### src/rtl/awd_pkg.sv
package awd_pkg;
  localparam int unsigned CMP_W = 16;

  typedef struct packed {
    logic irq_en;
    logic single;
    logic inj_en;
    logic reg_en;
  } awd_ctl_t;

  // true when the code lies strictly outside [lo, hi]
  function automatic logic outside_win(input logic [CMP_W-1:0] code,
                                       input logic [CMP_W-1:0] hi,
                                       input logic [CMP_W-1:0] lo);
    return (code > hi) || (code < lo);
  endfunction

  // true when a requested channel code is within the legal range
  function automatic logic chan_legal(input logic [CMP_W-1:0] req,
                                      input logic [CMP_W-1:0] max_ch);
    return req <= max_ch;
  endfunction
endpackage

### src/rtl/awd_cfg_regs.sv
module awd_cfg_regs
  import awd_pkg::*;
#(
  parameter int unsigned DATA_W   = 12,
  parameter int unsigned WDATA_W  = 16,
  parameter int unsigned CHAN_W   = 5,
  parameter int unsigned MAX_CHAN = 17
) (
  input  logic               clk,
  input  logic               rst_n,
  input  logic               hi_wr,
  input  logic               lo_wr,
  input  logic [WDATA_W-1:0] thr_wdata,
  input  logic               sel_wr,
  input  logic [CHAN_W-1:0]  sel_wdata,
  input  logic               ctl_wr,
  input  awd_ctl_t           ctl_wdata,
  output logic [DATA_W-1:0]  thr_hi,
  output logic [DATA_W-1:0]  thr_lo,
  output logic [CHAN_W-1:0]  sel_chan,
  output awd_ctl_t           ctl
);
  localparam logic [DATA_W-1:0] HI_RST = {DATA_W{1'b1}};

  logic              sel_ok;
  logic [CHAN_W-1:0] sel_next;

  assign sel_ok   = chan_legal(CMP_W'(sel_wdata), CMP_W'(MAX_CHAN));
  assign sel_next = sel_ok ? sel_wdata : '0;

  always_ff @(posedge clk or negedge rst_n) begin
    if (!rst_n) begin
      thr_hi   <= HI_RST;
      thr_lo   <= '0;
      sel_chan <= '0;
      ctl      <= '0;
    end else begin
      if (hi_wr)  thr_hi   <= thr_wdata[DATA_W-1:0];
      if (lo_wr)  thr_lo   <= thr_wdata[DATA_W-1:0];
      if (sel_wr) sel_chan <= sel_next;
      if (ctl_wr) ctl      <= ctl_wdata;
    end
  end
endmodule

### src/rtl/awd_window_cmp.sv
module awd_window_cmp
  import awd_pkg::*;
#(
  parameter int unsigned DATA_W = 12,
  parameter int unsigned CHAN_W = 5
) (
  input  logic              smp_valid,
  input  logic [DATA_W-1:0] smp_data,
  input  logic [CHAN_W-1:0] smp_chan,
  input  logic              smp_inj,
  input  logic [DATA_W-1:0] thr_hi,
  input  logic [DATA_W-1:0] thr_lo,
  input  logic [CHAN_W-1:0] sel_chan,
  input  awd_ctl_t          ctl,
  output logic              grp_on,
  output logic              chan_on,
  output logic              out_win,
  output logic              hit
);
  assign grp_on  = smp_inj ? ctl.inj_en : ctl.reg_en;
  assign chan_on = !ctl.single || (smp_chan == sel_chan);
  assign out_win = outside_win(CMP_W'(smp_data), CMP_W'(thr_hi), CMP_W'(thr_lo));
  assign hit     = smp_valid && grp_on && chan_on && out_win;
endmodule

### src/rtl/awd_event_latch.sv
module awd_event_latch (
  input  logic clk,
  input  logic rst_n,
  input  logic hit,
  input  logic clr,
  input  logic irq_en,
  output logic flag,
  output logic irq
);
  always_ff @(posedge clk or negedge rst_n) begin
    if (!rst_n)   flag <= 1'b0;
    else if (hit) flag <= 1'b1;
    else if (clr) flag <= 1'b0;
  end

  assign irq = flag && irq_en;
endmodule

### src/rtl/awd_top.sv
module awd_top
  import awd_pkg::*;
#(
  parameter int unsigned DATA_W   = 12,
  parameter int unsigned WDATA_W  = 16,
  parameter int unsigned CHAN_W   = 5,
  parameter int unsigned MAX_CHAN = 17
) (
  input  logic               clk,
  input  logic               rst_n,
  input  logic               hi_wr,
  input  logic               lo_wr,
  input  logic [WDATA_W-1:0] thr_wdata,
  input  logic               sel_wr,
  input  logic [CHAN_W-1:0]  sel_wdata,
  input  logic               ctl_wr,
  input  logic [3:0]         ctl_wdata,
  input  logic               flag_clr,
  input  logic               smp_valid,
  input  logic [DATA_W-1:0]  smp_data,
  input  logic [CHAN_W-1:0]  smp_chan,
  input  logic               smp_inj,
  output logic [DATA_W-1:0]  thr_hi_q,
  output logic [DATA_W-1:0]  thr_lo_q,
  output logic [CHAN_W-1:0]  sel_chan_q,
  output logic               wd_flag,
  output logic               wd_irq
);
  awd_ctl_t ctl_q;
  logic     grp_on, chan_on, out_win, wd_hit;

  awd_cfg_regs #(
    .DATA_W(DATA_W), .WDATA_W(WDATA_W), .CHAN_W(CHAN_W), .MAX_CHAN(MAX_CHAN)
  ) u_regs (
    .clk(clk), .rst_n(rst_n),
    .hi_wr(hi_wr), .lo_wr(lo_wr), .thr_wdata(thr_wdata),
    .sel_wr(sel_wr), .sel_wdata(sel_wdata),
    .ctl_wr(ctl_wr), .ctl_wdata(awd_ctl_t'(ctl_wdata)),
    .thr_hi(thr_hi_q), .thr_lo(thr_lo_q), .sel_chan(sel_chan_q), .ctl(ctl_q)
  );

  awd_window_cmp #(.DATA_W(DATA_W), .CHAN_W(CHAN_W)) u_cmp (
    .smp_valid(smp_valid), .smp_data(smp_data), .smp_chan(smp_chan),
    .smp_inj(smp_inj), .thr_hi(thr_hi_q), .thr_lo(thr_lo_q),
    .sel_chan(sel_chan_q), .ctl(ctl_q),
    .grp_on(grp_on), .chan_on(chan_on), .out_win(out_win), .hit(wd_hit)
  );

  awd_event_latch u_latch (
    .clk(clk), .rst_n(rst_n), .hit(wd_hit), .clr(flag_clr),
    .irq_en(ctl_q.irq_en), .flag(wd_flag), .irq(wd_irq)
  );
endmodule

### config.mk
export PLATFORM = sky130hd
export DESIGN_NAME = awd_top
export DESIGN_NICKNAME = d
export VERILOG_FILES = /design/src/rtl/awd_pkg.sv /design/src/rtl/awd_cfg_regs.sv /design/src/rtl/awd_window_cmp.sv /design/src/rtl/awd_event_latch.sv /design/src/rtl/awd_top.sv
export SDC_FILE = /design/constraint.sdc
export NUM_CORES = 1
export LEC_CHECK = 0
export BUFFER_PORTS_ARGS = -buffer_cell sky130_fd_sc_hd__buf_4
export CAP_MARGIN = 20
export CORE_ASPECT_RATIO = 1.75
export CORE_MARGIN = 3
export CORE_UTILIZATION = 53
export CTS_BUF_LIST = sky130_fd_sc_hd__clkbuf_4 sky130_fd_sc_hd__clkbuf_8
export DETAILED_ROUTE_END_ITERATION = 10
export PLACE_DENSITY = 0.88
export SLEW_MARGIN = 25
export SYNTH_ARGS = -nofsm -noshare
export SYNTH_HDL_FRONTEND = slang
export SYNTH_SLANG_ARGS = --single-unit
### constraint.sdc
create_clock -name clk -period 3.4 [get_ports clk]
set_clock_uncertainty 0.1 [all_clocks]
set_input_delay 1.02 -clock clk [delete_from_list [all_inputs] [get_ports clk]]
set_output_delay 1.02 -clock clk [all_outputs]
set_load 0.1 [all_outputs]
==> metrics.txt <==
status finished clean; CTS tree done; core area 3400 µm²; WL met3 282 µm; number of synthesized register bits 34; initial antenna violation count 0; layout cell share with drive strength beyond 1 39.2%; RSZ-0062 raised after global routing false; Met2 Wirelength 2510 µm; drt wl/cell 13.8 µm; pre-CTS WS 0.749 ns; commonest non-fill, non-tap cell in the layout buf_4; die height 85.0 µm; Syn Area/Cell 9.78 µm²; count of input and output buffers 77; Worst Setup SP smp_data[5]; power density over the cells 494 nW/µm²; Initial DRC Count 32; critical path capture point type flop; dpl hpwl 3530 µm; clock buffer depth 2; total power 1.28 mW; Routed Antenna Nets 0; clk root buf clkbuf_8; DR top layer met4; sequential-to-total area share from yosys stat 45.9%; fin. max-slew vios 0; Most used DFF post-synth dfrtp_1; # IOs 82; fin nets 346; Synth-to-Final Area Change 37.4%; mux cell area share after synthesis 3.58%; Reg-to-Reg End u_latch.flag; Setup crit start kind input pin; row count 28; simple logic cell fraction of the synthesized area 10.9%; Post-Route M1 WL 1510 µm; Hold Fails Final Rpt 0; clk_lat worst skew 0.28 ns; WP data required 3.46 ns; # clock sinks 34; die width 51.1 µm; Design Area, Final 2590 µm²; Mapped Area 1890 µm²; hold-fix buffer count after cts 0; Syn Inst Count 193; Max-cap violations 0; vias per cell 5.23; Pre-antenna DRT Iters 4; worst hold-check path type reg -> reg; flop2flop setup slack 1.34 ns; FF-to-FF Start u_regs.thr_hi[5]; H-tree levels 2; DRT Wirelength 4380 µm; Yosys warnings 0; Worst Reg-to-Reg Cells 8; Max-slew headroom 71.8%; Post-CTS Resized 0; number of global-route vias before repair 1756; critical path endpoint u_latch.flag; worst-path fanout max 2; TritonCTS Buffers 5; postcts setup bufs 0; final period utilization 69.3%; Leakage 1.33 nW; Synth Area in XOR/XNOR 2.32%; first-pass GRT wire length 7460 µm; Placed Area 2500 µm²; initial cell density of the core 55.6%; largest net degree at the start of global routing 35; Setup Viol. Count Final 0; Final Wtd Congestion 0.821; Total GRT Usage 22.7%; complex-gate fraction of the synthesized area 15.8%; final worst setup slack 1.05 ns; largest family of logic cells by synthesized area compound AO/OA/AOI/OAI gates; clock transition at the registers of the reported paths 0.06 ns; Peak VDD IR 0.482 mV; Mapped Nets 267; Least-Margin Pin Slew 0.424 ns; Antenna diodes 0; fmax 425 MHz; overflow left after global routing 0; post-synthesis cell type count 32; synthesized-area fraction occupied by adder cells 15.2%; fin crit period 2.35 ns; Fin Hold WS 0.404 ns; Post-synth ARST share 100%; DR vias 1662; Post-synth EDFFs 0; most frequent cells in the layout buf_4, inv_1, o21ai_0, nand2_1, ha_1; DRC errors left 0; Data arrival, critical path 2.41 ns; DIE AREA 4340 µm²; Fin Setup TNS 0 ns; kind of critical path in -> reg
report_power, final:
part | leakage, nW | switching (mW) | internal, mW
clock | 0.0498 | 0.136 | 0.169
combinational | 0.885 | 0.362 | 0.142
sequential | 0.397 | 0.0214 | 0.451
total | 1.33 | 0.519 | 0.763
layer usage:
layer / vias to the layer above / GRT usage (%)
met5: - / 0
met4: 0 / 8.09
met3: 6 / 6.33
met2: 52 / 43.0
met1: 787 / 22.5
li1: 817 / -
sequential cells by signal, summed over array words and instances (netlist names):
signal and cells:
u_regs.sel_chan 5, u_regs.thr_lo 12, u_regs.ctl 4, u_regs.thr_hi 12, u_latch.flag 1
synthesized netlist by cell type, drive strengths merged (2+ instances only):
master	number	area (µm²)
ha	23	288
nand2b	2	12.5
nor2b	4	25.0
xor2	2	17.5
o211ai	2	15.0
nand4	3	18.8
nand3	4	20.0
a21o	3	22.5
dfstp	12	315
a31o	3	26.3
clkbuf	5	18.8
o21ai	26	130
nand2	25	93.8
a21oi	7	35.0
mux2	6	67.6
dfrtp	22	551
xnor2	3	26.3
nor3	2	10.0
inv	27	101
worst max-delay path, stage by stage:
cell and delay [ns]:
buf_4 0.12, ha_1 0.30, a21o_1 0.16, nand3_1 0.08, a21oi_1 0.08, a2111oi_2 0.34, a2bb2oi_1 0.23, o22ai_1 0.09
cells by family after synthesis:
logic type,Yosys count
DFF,34
buffers and inverters,32
xor gates and xnor gates,5
adders and majority gates,23
AOI/OAI and AO/OA,49
muxes,6
and+or+nand+nor,44
how the worst min path moves through the flow:
stage / slack (ns) / cells after the start / to / start
6_report: 0.40 / 1 / u_regs.ctl[1] / u_regs.ctl[1]
3_3_place_gp: 0.38 / 1 / u_regs.ctl[3] / u_regs.ctl[3]
3_5_place_dp: 0.39 / 1 / u_regs.ctl[1] / u_regs.ctl[1]
5_1_grt: 0.43 / 1 / u_regs.ctl[2] / u_regs.ctl[2]
2_1_floorplan: 0.37 / 1 / u_regs.ctl[1] / u_regs.ctl[1]
4_1_cts: 0.41 / 1 / u_regs.ctl[1] / u_regs.ctl[1]
cell type report:
cell class | instances | area [µm²]
clock buffer | 8 | 91.3
fill | 241 | 803
inverter | 27 | 101
multi-input combinational | 127 | 902
sequential | 34 | 866
tap | 45 | 56.3
timing repair buffer | 77 | 578
through the flow:
step                util (%)  instances
finish                  76.4        318
global route            76.4        318
CTS                     76.4        318
floorplan                  -        193
global placement        73.7        310
detailed placement      73.7        310
Note: power is estimated with default switching activity, not from simulation.
